[src/rtl/sec_timer_pkg.sv]
package sec_timer_pkg;
   // Word index taken from address bits 3:2
   typedef enum logic [1:0] {
      WSEL_MODE   = 2'd0,
      WSEL_ALARM  = 2'd1,
      WSEL_VALUE  = 2'd2,
      WSEL_STATUS = 2'd3
   } wsel_e;

   // Flag positions in the status word; enables sit PRE_W bits higher
   localparam int unsigned FLG_ALARM = 0;
   localparam int unsigned FLG_INC   = 1;
   localparam int unsigned NUM_FLG   = 2;
endpackage

[src/rtl/sec_prescaler.sv]
module sec_prescaler #(
   parameter int unsigned PRE_W = 16
) (
   input  logic             clk,
   input  logic             rst_n,
   input  logic             slow_en,
   input  logic             restart,
   input  logic [PRE_W-1:0] period,
   output logic             tick
);
   logic [PRE_W-1:0] phase_q;
   logic [PRE_W-1:0] last_phase;
   logic             at_last;

   // A period of zero wraps to all ones, giving 2**PRE_W pulses per tick
   assign last_phase = period - 1'b1;
   assign at_last    = (phase_q == last_phase);
   assign tick       = slow_en && at_last && !restart;

   always_ff @(posedge clk or negedge rst_n) begin
      if (!rst_n)          phase_q <= '0;
      else if (restart)    phase_q <= '0;
      else if (slow_en)    phase_q <= at_last ? '0 : phase_q + 1'b1;
   end
endmodule

[src/rtl/sec_counter.sv]
module sec_counter #(
   parameter int unsigned CNT_W = 32
) (
   input  logic             clk,
   input  logic             rst_n,
   input  logic             tick,
   input  logic             restart,
   output logic [CNT_W-1:0] count_q,
   output logic [CNT_W-1:0] count_nx
);
   assign count_nx = count_q + 1'b1;

   always_ff @(posedge clk or negedge rst_n) begin
      if (!rst_n)       count_q <= '0;
      else if (restart) count_q <= '0;
      else if (tick)    count_q <= count_nx;
   end
endmodule

[src/rtl/sec_alarm.sv]
module sec_alarm #(
   parameter int unsigned CNT_W = 32
) (
   input  logic             clk,
   input  logic             rst_n,
   input  logic             wr_en,
   input  logic [CNT_W-1:0] wr_val,
   input  logic             tick,
   input  logic [CNT_W-1:0] count_nx,
   output logic [CNT_W-1:0] alarm_q,
   output logic             hit
);
   // Reset value of all ones stands for "no alarm"
   always_ff @(posedge clk or negedge rst_n) begin
      if (!rst_n)     alarm_q <= '1;
      else if (wr_en) alarm_q <= wr_val;
   end

   assign hit = tick && (count_nx == alarm_q);
endmodule

[src/rtl/sec_status.sv]
module sec_status #(
   parameter int unsigned NF = 2
) (
   input  logic          clk,
   input  logic          rst_n,
   input  logic [NF-1:0] set,
   input  logic          rd_clr,
   input  logic [NF-1:0] enable,
   output logic [NF-1:0] flags_q,
   output logic          irq
);
   for (genvar i = 0; i < NF; i++) begin : g_flag
      // A set in the read cycle takes precedence over the clear
      always_ff @(posedge clk or negedge rst_n) begin
         if (!rst_n) flags_q[i] <= 1'b0;
         else        flags_q[i] <= set[i] | (flags_q[i] & ~rd_clr);
      end
   end

   assign irq = |(flags_q & enable);
endmodule

[src/rtl/sec_timer.sv]
module sec_timer #(
   parameter int unsigned DATA_W    = 32,
   parameter int unsigned ADDR_W    = 4,
   parameter int unsigned CNT_W     = 32,
   parameter int unsigned PRE_W     = 16,
   parameter int unsigned PRESC_RST = 32768
) (
   input  logic              clk,
   input  logic              rst_n,
   input  logic              slow_en,
   input  logic              bus_sel,
   input  logic              bus_wr,
   input  logic [ADDR_W-1:0] bus_addr,
   input  logic [DATA_W-1:0] bus_wdata,
   output logic [DATA_W-1:0] bus_rdata,
   output logic              irq
);
   import sec_timer_pkg::*;

   localparam int unsigned IE_LO   = PRE_W;
   localparam int unsigned RST_BIT = PRE_W + NUM_FLG;

   // Elaboration-time parameter checks
   if (PRE_W < 1 || RST_BIT >= DATA_W) begin : g_bad_pre
      $error("sec_timer: PRE_W does not fit the mode word");
   end
   if (CNT_W < 1 || CNT_W > DATA_W) begin : g_bad_cnt
      $error("sec_timer: CNT_W must be 1..DATA_W");
   end
   if (ADDR_W < 4) begin : g_bad_addr
      $error("sec_timer: ADDR_W must be at least 4");
   end
   if (PRESC_RST >= (64'd1 << PRE_W)) begin : g_bad_rst
      $error("sec_timer: PRESC_RST exceeds the period field");
   end

   // Address decode; wider buses require the upper bits to be zero
   logic in_range;
   if (ADDR_W > 4) begin : g_wide
      assign in_range = ~|bus_addr[ADDR_W-1:4];
   end else begin : g_narrow
      assign in_range = 1'b1;
   end

   wsel_e wsel;
   logic  wr_acc, rd_acc;
   logic  wr_mode, wr_alarm, rd_status;
   logic  restart;
   logic  unused_bits;

   assign wsel      = wsel_e'(bus_addr[3:2]);
   assign wr_acc    = bus_sel && bus_wr && in_range;
   assign rd_acc    = bus_sel && !bus_wr;
   assign wr_mode   = wr_acc && (wsel == WSEL_MODE);
   assign wr_alarm  = wr_acc && (wsel == WSEL_ALARM);
   assign rd_status = rd_acc && in_range && (wsel == WSEL_STATUS);
   assign restart   = wr_mode && bus_wdata[RST_BIT];
   assign unused_bits = ^{bus_addr[1:0], bus_wdata};

   // Mode register: period and interrupt enables; restart is a strobe
   logic [PRE_W-1:0]   period_q;
   logic [NUM_FLG-1:0] ie_q;

   always_ff @(posedge clk or negedge rst_n) begin
      if (!rst_n) begin
         period_q <= PRE_W'(PRESC_RST);
         ie_q     <= '0;
      end else if (wr_mode) begin
         period_q <= bus_wdata[PRE_W-1:0];
         ie_q     <= bus_wdata[IE_LO +: NUM_FLG];
      end
   end

   logic             tick;
   logic [CNT_W-1:0] count_q, count_nx, alarm_q;
   logic             alarm_hit;
   logic [NUM_FLG-1:0] flag_set, flags_q;

   sec_prescaler #(.PRE_W(PRE_W)) u_pre (
      .clk     (clk),
      .rst_n   (rst_n),
      .slow_en (slow_en),
      .restart (restart),
      .period  (period_q),
      .tick    (tick)
   );

   sec_counter #(.CNT_W(CNT_W)) u_cnt (
      .clk      (clk),
      .rst_n    (rst_n),
      .tick     (tick),
      .restart  (restart),
      .count_q  (count_q),
      .count_nx (count_nx)
   );

   sec_alarm #(.CNT_W(CNT_W)) u_alm (
      .clk      (clk),
      .rst_n    (rst_n),
      .wr_en    (wr_alarm),
      .wr_val   (bus_wdata[CNT_W-1:0]),
      .tick     (tick),
      .count_nx (count_nx),
      .alarm_q  (alarm_q),
      .hit      (alarm_hit)
   );

   always_comb begin
      flag_set            = '0;
      flag_set[FLG_ALARM] = alarm_hit;
      flag_set[FLG_INC]   = tick;
   end

   sec_status #(.NF(NUM_FLG)) u_sts (
      .clk     (clk),
      .rst_n   (rst_n),
      .set     (flag_set),
      .rd_clr  (rd_status),
      .enable  (ie_q),
      .flags_q (flags_q),
      .irq     (irq)
   );

   // Read path, registered
   logic [DATA_W-1:0] mode_word, rd_word;

   always_comb begin
      mode_word = '0;
      mode_word[PRE_W-1:0]        = period_q;
      mode_word[IE_LO +: NUM_FLG] = ie_q;
   end

   always_comb begin
      rd_word = '0;
      if (in_range) begin
         unique case (wsel)
            WSEL_MODE:   rd_word = mode_word;
            WSEL_ALARM:  rd_word = DATA_W'(alarm_q);
            WSEL_VALUE:  rd_word = DATA_W'(count_q);
            WSEL_STATUS: rd_word = DATA_W'(flags_q);
            default:     rd_word = '0;
         endcase
      end
   end

   always_ff @(posedge clk or negedge rst_n) begin
      if (!rst_n)      bus_rdata <= '0;
      else if (rd_acc) bus_rdata <= rd_word;
   end
endmodule

[config.mk]
export PLATFORM = sky130hd
export DESIGN_NAME = sec_timer
export DESIGN_NICKNAME = d
export VERILOG_FILES = /design/src/rtl/sec_timer_pkg.sv /design/src/rtl/sec_prescaler.sv /design/src/rtl/sec_counter.sv /design/src/rtl/sec_alarm.sv /design/src/rtl/sec_status.sv /design/src/rtl/sec_timer.sv
export SDC_FILE = /design/constraint.sdc
export NUM_CORES = 1
export LEC_CHECK = 0
export BUFFER_PORTS_ARGS = -buffer_cell sky130_fd_sc_hd__buf_2
export CORE_MARGIN = 1
export CORE_UTILIZATION = 60
export CTS_BUF_LIST = sky130_fd_sc_hd__clkbuf_8
export DETAILED_ROUTE_END_ITERATION = 8
export GPL_TIMING_DRIVEN = 0
export PLACE_DENSITY_LB_ADDON = 0.1
export SETUP_SLACK_MARGIN = 0.5
export SLEW_MARGIN = 20
export SYNTH_ARGS = -nofsm -noshare
export SYNTH_HDL_FRONTEND = slang
export SYNTH_HIERARCHICAL = 1
export SYNTH_SLANG_ARGS = --single-unit
[constraint.sdc]
create_clock -name clk -period 5.64 [get_ports clk]
set_input_delay 1.128 -clock clk [delete_from_list [all_inputs] [get_ports clk]]
set_output_delay 1.128 -clock clk [all_outputs]
set_load 0.1 [all_outputs]
==> impl_metrics.tcl, run 1 <==
set metrics [dict create \
    synth.yosys.warnings 6 \
    power.density_nw_per_um2 334 \
    critPathCaptureType "register" \
    min_path_type "register to register" \
    cts-root-buf "clkbuf_8" \
    die_w_um 116 \
    start_util_pct 61.9 \
    fp-row-count 41 \
    p_sw_share_pct 37.2 \
    dp_slack_ps 1160 \
    yosysTopAreaCellShare_pct 31.6 \
    clock_latency_ps 460 \
    clock_sinks 132 \
    timing.final.ws_setup_ps 907 \
    avgViaCountPerCell 6.10 \
    power_frac_clock_pct 26.4 \
    seq_area_frac_synth_pct 42.7 \
    mostFrequentLayoutCells "dfrtp_1 (99), buf_2 (85), nor2_1 (61)" \
    n_fill_cell 1008 \
    crit_chain "or4_1, buf_2, nor4_2, a21boi_1, nor2_1, a211o_1, buf_2, nor4b_4, clkbuf_1, inv_1, nor3_1, nand3_1, mux2_2" \
    cts_setup_buffers 0 \
    status "completed" \
    cts.clk_slew.worst_paths_ps 80 \
    slew_viol_final 0 \
    wl_per_cell_um 19.2 \
    critical_path.top_delay_family "simple AND/OR/NAND/NOR gates" \
    die_h_um 116 \
    worstSetupEndpoint "u_cnt/count_q[27]" \
    drc 0 \
    numCtsBuffers 17 \
    syn-cell-area_um2 7840 \
    vias 6437 \
    max_freq_mhz 211 \
    clk_path_buf_depth 2 \
    rr_worst_depth 13 \
    cts_tree "built" \
    relSlewSlack_pct 35.5 \
    worstReg2RegStart "period_q[3]" \
    gr-max-usage-layer "met1" \
    path_max_fanout 10 \
    synthArstFlopShare_pct 100 \
    tightest_slew_ps 960 \
    post_cts_resized 0 \
    final_common_cell "dfrtp_1" \
    clock_skew_ps 14.0 \
    yosysUniqueCellTypes 63 \
    grt_antenna_before_repair 1 \
    ant_nets 0 \
    synth-edff-count 0 \
    path_depth 13 \
    crit_path_start_kind "register" \
    yosys-top-cells-area "dfrtp_1 (32%), dfstp_2 (11%), mux2_2 (7.9%)" \
    p_int_mw 1.85 \
    io_pins 74 \
    dpl.hpwl_mm 14.9 \
    ys.flop_type "dfrtp_1" \
    synthesis.nets 825 \
    first_iter_violations 585 \
    grt_pass1_wl_mm 31.5 \
    path_common_cell "buf_2" \
    dr.pass1.iters 5 \
    yosysTopAreaCell "dfrtp_1" \
    vdd_drop_max_v 0.000324 \
    critPathRequiredTime_ps 5970 \
    grt_remaining_overflow 0 \
    timing.final.crit_share_pct 83.9 \
    cpPeakStageDelay_ps 700 \
    holdCritStartpoint "bus_rdata[0]" \
    p_switching_mw 1.09 \
    fin_tns_setup_ps 0 \
    path_buf_inv 4 \
    synthCells 781 \
    use_met3_pct 7.89 \
    cp-startpoint "period_q[3]" \
    grt_start_max_net_pins 82 \
    layout-drive-gt1-share_pct 27.4 \
    share_comb_of_total_power_pct 28.9 \
    grt_pass1_vias 5901 \
    nets 914 \
    use_met2_pct 45.7 \
    worst_ep_arrival_time_ps 5070 \
    reg2reg_to "u_cnt/count_q[27]" \
    power_frac_seq_pct 44.7 \
    area.growth.synth_to_final_pct 12.5 \
    gp_congestion 0.946 \
    setup_viol 0 \
    cap_violations 0 \
    power.leakage_nw 3.66 \
    ctsHtreeMaxLevel 4 \
    slowest_stage "nor3_1" \
    die-area_um2 13500 \
    rsz0062_at_grt "false" \
    grt_util_met1_pct 46.2 \
    grt_use_total_pct 31.4 \
    core_area_um2 12700 \
    ff2ff_setup_slack_ps 910 \
    wl_mm 20.3 \
    avgSynthCellArea_um2 10.0 \
    finalCriticalPeriod_ps 4730 \
    hold_buffers 0 \
    portBuffers 69 \
    worstSetupPathType "register to register" \
    yosys_register_bits 132 \
    final-hold-violation-count 0 \
]
-- worst register-to-register path: stages (launching register included) --
cell	delay [ps]
dfrtp_1	490
or4_1	560
buf_2	170
nor4_2	350
a21boi_1	220
nor2_1	50
a211o_1	370
buf_2	230
nor4b_4	340
clkbuf_1	380
inv_1	240
nor3_1	700
nand3_1	170
mux2_2	320
-- stage by stage --
| stage | area [um^2] | instances | hold WS (ps) | total power, mW | utilization [%] |
|---|---|---|---|---|---|
| floorplan | 7840 | 781 | 465 | 1.94 | - |
| global placement | 8400 | 1022 | 485 | 2.14 | 66.3 |
| detailed placement | 8440 | 1023 | 499 | 2.17 | 66.6 |
| CTS | 8820 | 1055 | 514 | 2.95 | 69.6 |
| global route | 8820 | 1056 | 538 | 3.07 | 69.6 |
| finish | 8820 | 1056 | 512 | 2.94 | 69.6 |
-- cell families after synthesis --
group | after synthesis | share of synthesized area [%]
DFF | 132 | 42.7
xor gates and xnor gates | 102 | 11.4
adders and majority gates | 3 | 0.479
muxes | 76 | 11.0
buffers and inverters | 60 | 4.08
and+or+nand+nor | 291 | 21.0
AOI/OAI and AO/OA | 117 | 9.41
-- Yosys cell counts, types with 19 or more instances --
master	count
nor2_1	61
xnor2_1	43
clkbuf_1	21
a21oi_1	38
nand3_1	30
dfrtp_1	99
nand2_1	45
mux2_2	55
xor2_1	59
dfstp_2	33
nand4_1	21
a31oi_1	19
-- power by group through the flow --
| stage | clock (mW) | sequential (mW) | combinational (mW) |
|---|---|---|---|
| CTS | 0.787 | 1.32 | 0.847 |
| global placement | 0 | 1.32 | 0.817 |
| finish | 0.776 | 1.32 | 0.852 |
| floorplan | 0 | 1.52 | 0.423 |
| global route | 0.822 | 1.34 | 0.909 |
| detailed placement | 0 | 1.33 | 0.842 |
-- layer usage --
layer | wire [um] | up-vias
met4 | 393 | 0
met3 | 1680 | 37
met1 | 9460 | 3126
met5 | 0 | -
li1 | - | 2976
met2 | 8760 | 298
-- cell type report --
| class | count | area (um^2) | area share (%) |
|---|---|---|---|
| clock buffers | 20 | 275 | 3.12 |
| well taps | 172 | 215 | 2.44 |
| multi-input cells | 589 | 4180 | 47.3 |
| repair buffers | 70 | 383 | 4.34 |
| plain buffers | 53 | 294 | 3.33 |
| clock inverters | 12 | 104 | 1.18 |
| inverters | 7 | 26.3 | 0.298 |
| diodes | 1 | 2.50 | 0.0284 |
| flip-flops and latches | 132 | 3340 | 37.9 |
-- sequential cells by signal (all words and copies together), names as in the netlist --
signal         cells
u_pre/phase_q     16
u_cnt/count_q     32
u_alm/alarm_q     32
ie_q               2
bus_rdata         32
period_q          16
u_sts/flags_q      2
-- how the worst min path moves through the flow --
stage	endpoint	slack (ps)	cells past startpoint
final	bus_rdata[0]	510	1
after global routing	bus_rdata[1]	540	1
after CTS	bus_rdata[0]	510	1
after detailed placement	bus_rdata[0]	500	1
after global placement	bus_rdata[0]	480	1
after floorplan	u_sts/flags_q[1]	460	1
(Power assumes the default switching activity.)
==> run 2: changes to the inputs <==
==> constraint.sdc (replaced) <==
create_clock -name clk -period 4.69 [get_ports clk]
set_input_delay 0.938 -clock clk [delete_from_list [all_inputs] [get_ports clk]]
set_output_delay 0.938 -clock clk [all_outputs]
set_load 0.1 [all_outputs]
==> impl_metrics.tcl, run 2 (synthesis gave the netlist of run 1 again) <==
set metrics [dict create \
    status "completed" \
    nets 918 \
    cts-root-buf "clkbuf_8" \
    portBuffers 69 \
    die-area_um2 13500 \
    io_pins 74 \
    path_max_fanout 10 \
    tightest_slew_ps 966 \
    cts_tree "built" \
    clock_latency_ps 460 \
    fp-row-count 41 \
    hold_buffers 0 \
    setup_viol 0 \
    top_regs "bus_rdata (32), u_alm/alarm_q (32), u_cnt/count_q (32)" \
    grt_pass1_vias 5893 \
    final-hold-violation-count 0 \
    timing.final.ws_setup_ps 564 \
    core_area_um2 12700 \
    wl_per_cell_um 19.2 \
    drc 0 \
    relSlewSlack_pct 35.1 \
    dp_slack_ps 209 \
    die_w_um 116 \
    max_freq_mhz 242 \
    grt_start_max_net_pins 82 \
    clock_sinks 132 \
    rsz0062_at_grt "false" \
    mostFrequentLayoutCells "dfrtp_1 (97), buf_2 (84), nor2_1 (61)" \
    cap_violations 0 \
    worstSetupPathType "register to register" \
    grt_antenna_before_repair 1 \
    vias 6529 \
    dr.pass1.iters 5 \
    numCtsBuffers 17 \
    multi_input_area_um2 4210 \
    final_common_cell "dfrtp_1" \
    avgViaCountPerCell 6.16 \
    critPathCaptureType "register" \
    worst_ep_arrival_time_ps 4500 \
    ant_nets 0 \
    crit_path_start_kind "register" \
    cts.clk_slew.worst_paths_ps 80 \
    grt_remaining_overflow 0 \
    grt_pass1_wl_mm 31.4 \
    n_fill_cell 996 \
    slew_viol_final 0 \
    start_util_pct 61.9 \
    vdd_drop_max_v 0.000388 \
    layout-drive-gt1-share_pct 28.9 \
    timing.final.crit_share_pct 88.0 \
    power.leakage_nw 3.69 \
    finalCriticalPeriod_ps 4130 \
    gp_congestion 0.946 \
    power_mw 3.56 \
    dpl.hpwl_mm 14.9 \
    critPathRequiredTime_ps 5060 \
    clock_skew_ps 15.3 \
    power.density_nw_per_um2 400 \
    fin_tns_setup_ps 0 \
    ctsHtreeMaxLevel 4 \
    die_h_um 116 \
    min_path_type "primary input to asynchronous set/reset pin" \
    area.growth.synth_to_final_pct 13.6 \
    clk_path_buf_depth 2 \
    first_iter_violations 554 \
    regArea_um2 3350 \
    wl_mm 20.4 \
    grt_use_total_pct 31.4 \
]
-- run 2: metrics by stage --
step           hold slack [ps]  cells  area, um^2  utilization, %
6_report                   368   1060        8900            70.3
5_1_grt                    387   1060        8900            70.3
4_1_cts                    369   1055        8850            69.8
3_5_place_dp               499   1023        8440            66.6
3_3_place_gp               485   1022        8400            66.3
2_1_floorplan              465    781        7840               -
-- run 2: final cells by class --
| class | instances | area share (%) |
|---|---|---|
| diodes | 1 | 0.0281 |
| flip-flops and latches | 132 | 37.6 |
| plain buffers | 53 | 3.46 |
| clock inverters | 12 | 1.17 |
| clock buffers | 20 | 3.09 |
| multi-input cells | 589 | 47.3 |
| repair buffers | 74 | 4.64 |
| well taps | 172 | 2.42 |
| inverters | 7 | 0.295 |
-- run 2: worst paths after layout --
kind,startpoint,slack [ps],depth (start not counted),end
max,period_q[0],560,14,u_cnt/count_q[15]
min,rst_n,370,1,period_q[4]
max reg2reg,period_q[0],560,14,u_cnt/count_q[15]
min reg2reg,bus_rdata[0],510,1,bus_rdata[0]
max in group asynchronous,rst_n,3550,2,u_alm/alarm_q[10]
min in group clk,bus_rdata[0],510,1,bus_rdata[0]
-- run 2: worst max-delay path, cell delays in order, from the launching register on --
cell	delay, ps
dfrtp_1	440
inv_1	80
ha_1	220
nor2b_1	300
a31oi_1	150
nor4_2	290
nand4_1	180
a211o_1	400
buf_4	220
nor4b_4	390
clkbuf_8	210
buf_4	150
nand4_1	340
or4_1	520
a21oi_1	160
-- run 2: layer usage --
layer | up-vias | GRT usage [%] | routed length [um]
met3 | 40 | 8.15 | 1720
met1 | 3213 | 46.0 | 9320
met2 | 298 | 45.7 | 8950
li1 | 2978 | - | -
met5 | - | 0 | 0
met4 | 0 | 9.57 | 399
-- run 2: power by group --
group,internal [mW],leakage [nW],switching [mW]
combinational,0.373,1.88,0.670
sequential,1.36,1.59,0.222
clock,0.499,0.217,0.437
-- run 2: timing repair --
item,CTS,global route
buffers inserted,0,4
endpoints found under the setup margin,11,8
gates resized for setup,7,9
pin swaps,0,3
gates cloned,0,0
